==> src/rtl/tsi_pkg.sv <==
package tsi_pkg;
  localparam int SRC_LSB  = 0;
  localparam int MODE_LSB = 13;
  localparam int MODE_W   = 3;

  typedef enum logic [MODE_W-1:0] {
    TM_VAR   = 3'b000,
    TM_CONST = 3'b001,
    TM_IDLE  = 3'b111
  } tmode_e;
endpackage

==> src/rtl/tsi_slot_timer.sv <==
module tsi_slot_timer #(
  parameter int CH_W = 5,
  parameter int N_CH = 32
) (
  input  logic            clk_i,
  input  logic            rst_ni,
  input  logic            fp_i,
  output logic [CH_W-1:0] cur_slot_o,
  output logic            cur_bank_o,
  output logic [CH_W-1:0] slot_q_o,
  output logic            bank_q_o
);
  localparam logic [CH_W-1:0] LAST = CH_W'(N_CH - 1);

  logic [CH_W-1:0] slot_q, slot_d;
  logic            bank_q, bank_d;

  always_comb begin
    if (fp_i) begin
      slot_d = '0;
      bank_d = ~bank_q;
    end else begin
      slot_d = (slot_q == LAST) ? '0 : slot_q + 1'b1;
      bank_d = bank_q;
    end
  end

  always_ff @(posedge clk_i or negedge rst_ni) begin
    if (!rst_ni) begin
      slot_q <= LAST;
      bank_q <= 1'b0;
    end else begin
      slot_q <= slot_d;
      bank_q <= bank_d;
    end
  end

  assign cur_slot_o = slot_d;
  assign cur_bank_o = bank_d;
  assign slot_q_o   = slot_q;
  assign bank_q_o   = bank_q;
endmodule

==> src/rtl/tsi_data_mem.sv <==
module tsi_data_mem #(
  parameter int CH_W   = 5,
  parameter int N_CH   = 32,
  parameter int DATA_W = 8
) (
  input  logic              clk_i,
  input  logic              wr_bank_i,
  input  logic [CH_W-1:0]   wr_addr_i,
  input  logic [DATA_W-1:0] wr_data_i,
  input  logic              rd_bank_i,
  input  logic [CH_W-1:0]   rd_addr_i,
  output logic [DATA_W-1:0] rd_data_o
);
  logic [DATA_W-1:0] bank_rd [2];

  for (genvar b = 0; b < 2; b++) begin : g_bank
    logic [DATA_W-1:0] mem [N_CH];
    logic              bank_we;

    assign bank_we = (wr_bank_i == b[0]);

    always_ff @(posedge clk_i) begin
      if (bank_we) mem[wr_addr_i] <= wr_data_i;
    end

    assign bank_rd[b] = mem[rd_addr_i];
  end

  assign rd_data_o = bank_rd[rd_bank_i];
endmodule

==> src/rtl/tsi_conn_mem.sv <==
module tsi_conn_mem
  import tsi_pkg::*;
#(
  parameter int CH_W = 5,
  parameter int N_CH = 32
) (
  input  logic              clk_i,
  input  logic              rst_ni,
  input  logic              we_i,
  input  logic [CH_W-1:0]   wr_addr_i,
  input  logic [CH_W-1:0]   wr_src_i,
  input  logic [MODE_W-1:0] wr_mode_i,
  input  logic [CH_W-1:0]   rd_addr_i,
  output logic [CH_W-1:0]   rd_src_o,
  output logic [MODE_W-1:0] rd_mode_o
);
  logic [CH_W-1:0]   src_q  [N_CH];
  logic [MODE_W-1:0] mode_q [N_CH];

  always_ff @(posedge clk_i or negedge rst_ni) begin
    if (!rst_ni) begin
      for (int i = 0; i < N_CH; i++) begin
        src_q[i]  <= '0;
        mode_q[i] <= TM_IDLE;
      end
    end else if (we_i) begin
      src_q[wr_addr_i]  <= wr_src_i;
      mode_q[wr_addr_i] <= wr_mode_i;
    end
  end

  assign rd_src_o  = src_q[rd_addr_i];
  assign rd_mode_o = mode_q[rd_addr_i];
endmodule

==> src/rtl/tsi_switch.sv <==
module tsi_switch
  import tsi_pkg::*;
#(
  parameter int CH_W    = 5,
  parameter int DATA_W  = 8,
  parameter int CM_W    = 16,
  parameter int MIN_GAP = 3
) (
  input  logic              clk_i,
  input  logic              rst_ni,
  input  logic              fp_i,
  input  logic [DATA_W-1:0] din_i,
  input  logic              cm_we_i,
  input  logic [CH_W-1:0]   cm_addr_i,
  input  logic [CM_W-1:0]   cm_wdata_i,
  output logic [DATA_W-1:0] dout_o,
  output logic              dout_fp_o
);
  localparam int N_CH = 2 ** CH_W;
  localparam int CMP_W = CH_W + 2;
  localparam logic [DATA_W-1:0] IDLE_BYTE = '1;

  // reset: asynchronous assertion, synchronous release
  logic [1:0] rst_sync_q;
  logic       rst_sync_n;

  always_ff @(posedge clk_i or negedge rst_ni) begin
    if (!rst_ni) rst_sync_q <= 2'b00;
    else         rst_sync_q <= {rst_sync_q[0], 1'b1};
  end
  assign rst_sync_n = rst_sync_q[1];

  logic [CH_W-1:0]   cur_slot, slot_q;
  logic              cur_bank, bank_q;
  logic [CH_W-1:0]   rd_src;
  logic [MODE_W-1:0] rd_mode;
  logic              rd_bank;
  logic [DATA_W-1:0] rd_data;
  logic              use_prev, out_valid;
  logic [DATA_W-1:0] out_d;
  logic [DATA_W-1:0] dout_q;
  logic              dout_fp_q;
  logic              unused_cm_bits;

  assign unused_cm_bits = ^{cm_wdata_i[MODE_LSB-1:SRC_LSB+CH_W]};

  tsi_slot_timer #(.CH_W(CH_W), .N_CH(N_CH)) u_timer (
    .clk_i      (clk_i),
    .rst_ni     (rst_sync_n),
    .fp_i       (fp_i),
    .cur_slot_o (cur_slot),
    .cur_bank_o (cur_bank),
    .slot_q_o   (slot_q),
    .bank_q_o   (bank_q)
  );

  tsi_conn_mem #(.CH_W(CH_W), .N_CH(N_CH)) u_cmem (
    .clk_i     (clk_i),
    .rst_ni    (rst_sync_n),
    .we_i      (cm_we_i),
    .wr_addr_i (cm_addr_i),
    .wr_src_i  (cm_wdata_i[SRC_LSB +: CH_W]),
    .wr_mode_i (cm_wdata_i[MODE_LSB +: MODE_W]),
    .rd_addr_i (cur_slot),
    .rd_src_o  (rd_src),
    .rd_mode_o (rd_mode)
  );

  tsi_data_mem #(.CH_W(CH_W), .N_CH(N_CH), .DATA_W(DATA_W)) u_dmem (
    .clk_i     (clk_i),
    .wr_bank_i (cur_bank),
    .wr_addr_i (cur_slot),
    .wr_data_i (din_i),
    .rd_bank_i (rd_bank),
    .rd_addr_i (rd_src),
    .rd_data_o (rd_data)
  );

  // bank choice per output channel
  always_comb begin
    use_prev  = 1'b1;
    out_valid = 1'b0;
    case (rd_mode)
      TM_VAR: begin
        out_valid = 1'b1;
        use_prev  = (CMP_W'(rd_src) + CMP_W'(MIN_GAP)) > CMP_W'(cur_slot);
      end
      TM_CONST: begin
        out_valid = 1'b1;
        use_prev  = 1'b1;
      end
      default: begin
        out_valid = 1'b0;
        use_prev  = 1'b1;
      end
    endcase
    rd_bank = use_prev ? ~cur_bank : cur_bank;
    out_d   = out_valid ? rd_data : IDLE_BYTE;
  end

  always_ff @(posedge clk_i or negedge rst_sync_n) begin
    if (!rst_sync_n) begin
      dout_q    <= IDLE_BYTE;
      dout_fp_q <= 1'b0;
    end else begin
      dout_q    <= out_d;
      dout_fp_q <= (cur_slot == '0);
    end
  end

  assign dout_o    = dout_q;
  assign dout_fp_o = dout_fp_q;
endmodule

==> config.mk <==
export PLATFORM = sky130hd
export DESIGN_NAME = tsi_switch
export DESIGN_NICKNAME = d
export VERILOG_FILES = /design/src/rtl/tsi_pkg.sv /design/src/rtl/tsi_slot_timer.sv /design/src/rtl/tsi_data_mem.sv /design/src/rtl/tsi_conn_mem.sv /design/src/rtl/tsi_switch.sv
export SDC_FILE = /design/constraint.sdc
export NUM_CORES = 1
export LEC_CHECK = 0
export BUFFER_PORTS_ARGS = -buffer_cell sky130_fd_sc_hd__clkbuf_2
export CAP_MARGIN = 20
export CORE_MARGIN = 3
export CORE_UTILIZATION = 66
export CTS_BUF_LIST = sky130_fd_sc_hd__clkbuf_4 sky130_fd_sc_hd__clkbuf_8
export CTS_CLUSTER_SIZE = 24
export DETAILED_ROUTE_END_ITERATION = 16
export PLACE_DENSITY = 0.83
export SLEW_MARGIN = 10
export SYNTH_ARGS = -nofsm -noshare
export SYNTH_HDL_FRONTEND = slang
export SYNTH_HIERARCHICAL = 1
export SYNTH_SLANG_ARGS = --single-unit
export TNS_END_PERCENT = 5
==> constraint.sdc <==
create_clock -name clk_i -period 13.46 [get_ports clk_i]
set_input_delay 2.692 -clock clk_i [delete_from_list [all_inputs] [get_ports clk_i]]
set_output_delay 2.692 -clock clk_i [all_outputs]
set_load 0.05 [all_outputs]
==> reports/qor.yml <==
clocking:
  numCtsBuffers: 119
  htreeDepth: 3
  cts-resized-gates: 0
  clk_path_buf_depth: 3
  root_buffer: "clkbuf_8"
  clock_latency_ps: 730
  cts_tree: "yes"
  cts.sinks: 785
  post_cts_buffers: 0
  hold_buffers: 0
  clk_pin_slew_ps: 60
yosys:
  synthDistinctLibCells: 53
  ys_top_cells_by_area: "edfxtp_1 (47%), mux4_2 (13%), dfrtp_1 (13%), mux2_2 (9.2%), dfstp_2 (8.8%)"
  synth_async_sr_flop_share: 0.3478
  ys_seq_elements: 785
  syn_nets: 1731
  synth_top_area_frac: 0.4721
  avgSynthCellArea_um2: 19.27
  syn_inst: 1690
  ys.flop_type: "edfxtp_1"
  ys_seq_area_frac: 0.6861
  ys_warn_count: 6
  syn_area_mm2: 0.03256
  yosysTopAreaCell: "edfxtp_1"
  synth-edff-count: 512
floorplanning:
  start_util: 0.6749
  rows: 80
  core_mm2: 0.04825
  die_h_um: 228.1
  die-area_mm2: 0.05204
  die-width_um: 228.1
  pin_count: 42
worst_setup_path:
  cp.required_ps: 14100
  arrival_ps: 9100
  ff2ff_setup_slack_ps: 6330
  path_class: "primary input to flip-flop"
  reg2reg_to: "dout_o[7]"
  crit_path_end_kind: "flip-flop"
  regToRegStartpoint: "u_timer/slot_q_o[0]"
  reg2reg_depth: 23
  startpoint_type: "primary input"
  crit_fanout: 74
  startpoint: "fp_i"
finish:
  drive_above_1_share: 0.4572
  final_nets: 1803
  syn_to_final_growth_pct: 9.932
  diodes: 0
  fill_cells: 2688
  final_cells: 2513
  utilization: 0.7420
placement:
  dp.cells: 2293
  globalplace.congestion: 0.8229
  port_buffers: 33
  hpwl_mm: 40.27
  dp_slack_ps: 3894
job:
  max-cap-violations: 0
global_routing:
  grt_start_max_net_pins: 88
  antenna_found_initial: 0
  grtUsageTotal: 0.2648
  grt_pass1_wl_mm: 104.6
  overflow: 0
  first_global_vias: 17250
timing:
  worst_slack_ps: 4995
  finalSetupTns_ps: 0
  relSlewSlack: 0.3564
  worst_pin_slew_ps: 965.4
  slew_violations: 0
  rsz0062_at_grt: "false"
  setup_violations: 0
  timing.final.crit_share: 0.6289
  skew_ps: 47.64
  hold_viol: 0
  period_minus_slack_ps: 8465
  fmax_mhz: 118.1
routing:
  postRouteAntennaNets: 0
  via_per_inst: 6.642
  drcViolationCount: 0
  num_vias: 16690
  wl_mm: 67.66
  dr.pass1.iters: 7
  first_iter_violations: 1996
  wl_per_cell_um: 26.92
power_and_ir_drop:
  p_sw_frac: 0.2665
  internal_power_w: 0.004529
  cellLeakagePower_nw: 12.57
  p_clk_frac: 0.327
  max-vdd-ir-drop_mv: 0.09836
  pwr-share-comb: 0.201
  power.density_mw_per_mm2: 172.5
  p_sw_w: 0.001645
  seqPwrFrac: 0.472
  p_total_w: 0.006174
hold_path:
  hp-start: "rst_sync_q[0]"
  hp-class: "flip-flop to flip-flop"
  whs_endpoint: "rst_sync_q[1]"
  whs_path_depth: 0
outcome:
  status: "finished clean"
critical path, cell delays in order:
cell      delay [ps]
clkbuf_2         170
and2b_4          760
buf_4            590
mux4_2           570
mux4_2           540
mux2_8           540
inv_1            150
ha_1             190
nor2_1            70
xor2_1           140
ha_1             330
and3_1           170
and3_4           180
a31o_1           210
a211oi_4         710
inv_1            160
o221ai_1         120
a31oi_1          130
a22o_1           270
or3_1            300
synth_stat cells (all sizes together) (14+ instances only):
master,n
buf,46
clkbuf,60
dfrtp,164
dfstp,109
edfxtp,512
mux2,267
mux4,208
nand2,26
nand3,14
nor2,89
o21ai,15
o22ai,16
per-layer routing:
layer,wire length [um],share of wire,global-route usage
met1,27270,0.40,0.3922
met4,1627,0.024,0.08800
met3,6231,0.092,0.05726
met2,32530,0.48,0.4034
met5,0,0,0
cell usage in the layout (no fill, tap or decap), types with 14 or more instances in the layout:
cell        n
clkbuf_2   31
nor2_1     84
o21ai_0    14
nand2_1    26
clkbuf_4   52
o22ai_1    16
mux2_2    264
buf_4      20
dfstp_2   109
mux4_1     14
edfxtp_1  512
dfrtp_1   163
mux4_2    194
clkbuf_8  135
nand3_1    14
sequential cells by signal, summed over array words and instances, names as in the netlist:
signal and cells:
u_dmem/g_bank.mem 512, u_cmem/src_q 160, u_cmem/mode_q 96, dout_o 8
u_timer/slot_q_o 5, rst_sync_q 2, dout_fp_o 1, u_timer/bank_q_o 1
how the worst max path moves through the flow:
| stage | end | slack (ps) | cells after the start |
|---|---|---|---|
| finish | dout_o[7] | 4990 | 20 |
| global route | dout_o[7] | 4560 | 20 |
| detailed placement | dout_o[7] | 3890 | 20 |
| global placement | dout_o[7] | 4000 | 20 |
| floorplan | dout_fp_o | 5480 | 0 |
| CTS | dout_o[7] | 4680 | 20 |
area by class of cell:
cell class                 instances  area [um2]  share of cell area
timing repair buffer              57       402.9             0.01125
clock buffer                     187        2248             0.06281
tap                              656       820.8             0.02293
multi-input combinational        789        9681              0.2704
clock inverter                    29       261.5            0.007305
inverter                          10       37.54            0.001049
sequential                       785       22350              0.6242
logic make-up (layout without fill, tap and decap cells):
| kind of cell | count (synthesis) | after routing | share of synthesized area |
|---|---|---|---|
| XOR/XNOR | 5 | 5 | 0.001345 |
| other | 1 | 1 | 0.0001152 |
| AND/OR/NAND/NOR | 200 | 200 | 0.03047 |
| AO/OA/AOI/OAI | 87 | 87 | 0.01898 |
| multiplexers | 488 | 488 | 0.2418 |
| flip-flops | 785 | 785 | 0.6861 |
| buffers and inverters | 116 | 283 | 0.01810 |
| adder cells (fa/ha/maj) | 8 | 8 | 0.003074 |
per-stage QoR:
stage | hold slack [ps] | area [um2]
floorplan | 331.2 | 32560
global placement | 337.3 | 33190
detailed placement | 341.1 | 33190
CTS | 354.6 | 35700
global route | 366.7 | 35800
finish | 349.9 | 35800
power groups by stage:
stage                     Sequential [W]  Combinational (W)  Clock [W]
after CTS                        0.00291            0.00123    0.00206
after global placement           0.00294            0.00118          0
after detailed placement         0.00296            0.00122          0
after global routing             0.00293            0.00132    0.00217
final                            0.00291            0.00124    0.00202
after floorplan                  0.00298           0.000876          0
Power figures use the tool's default switching activity.
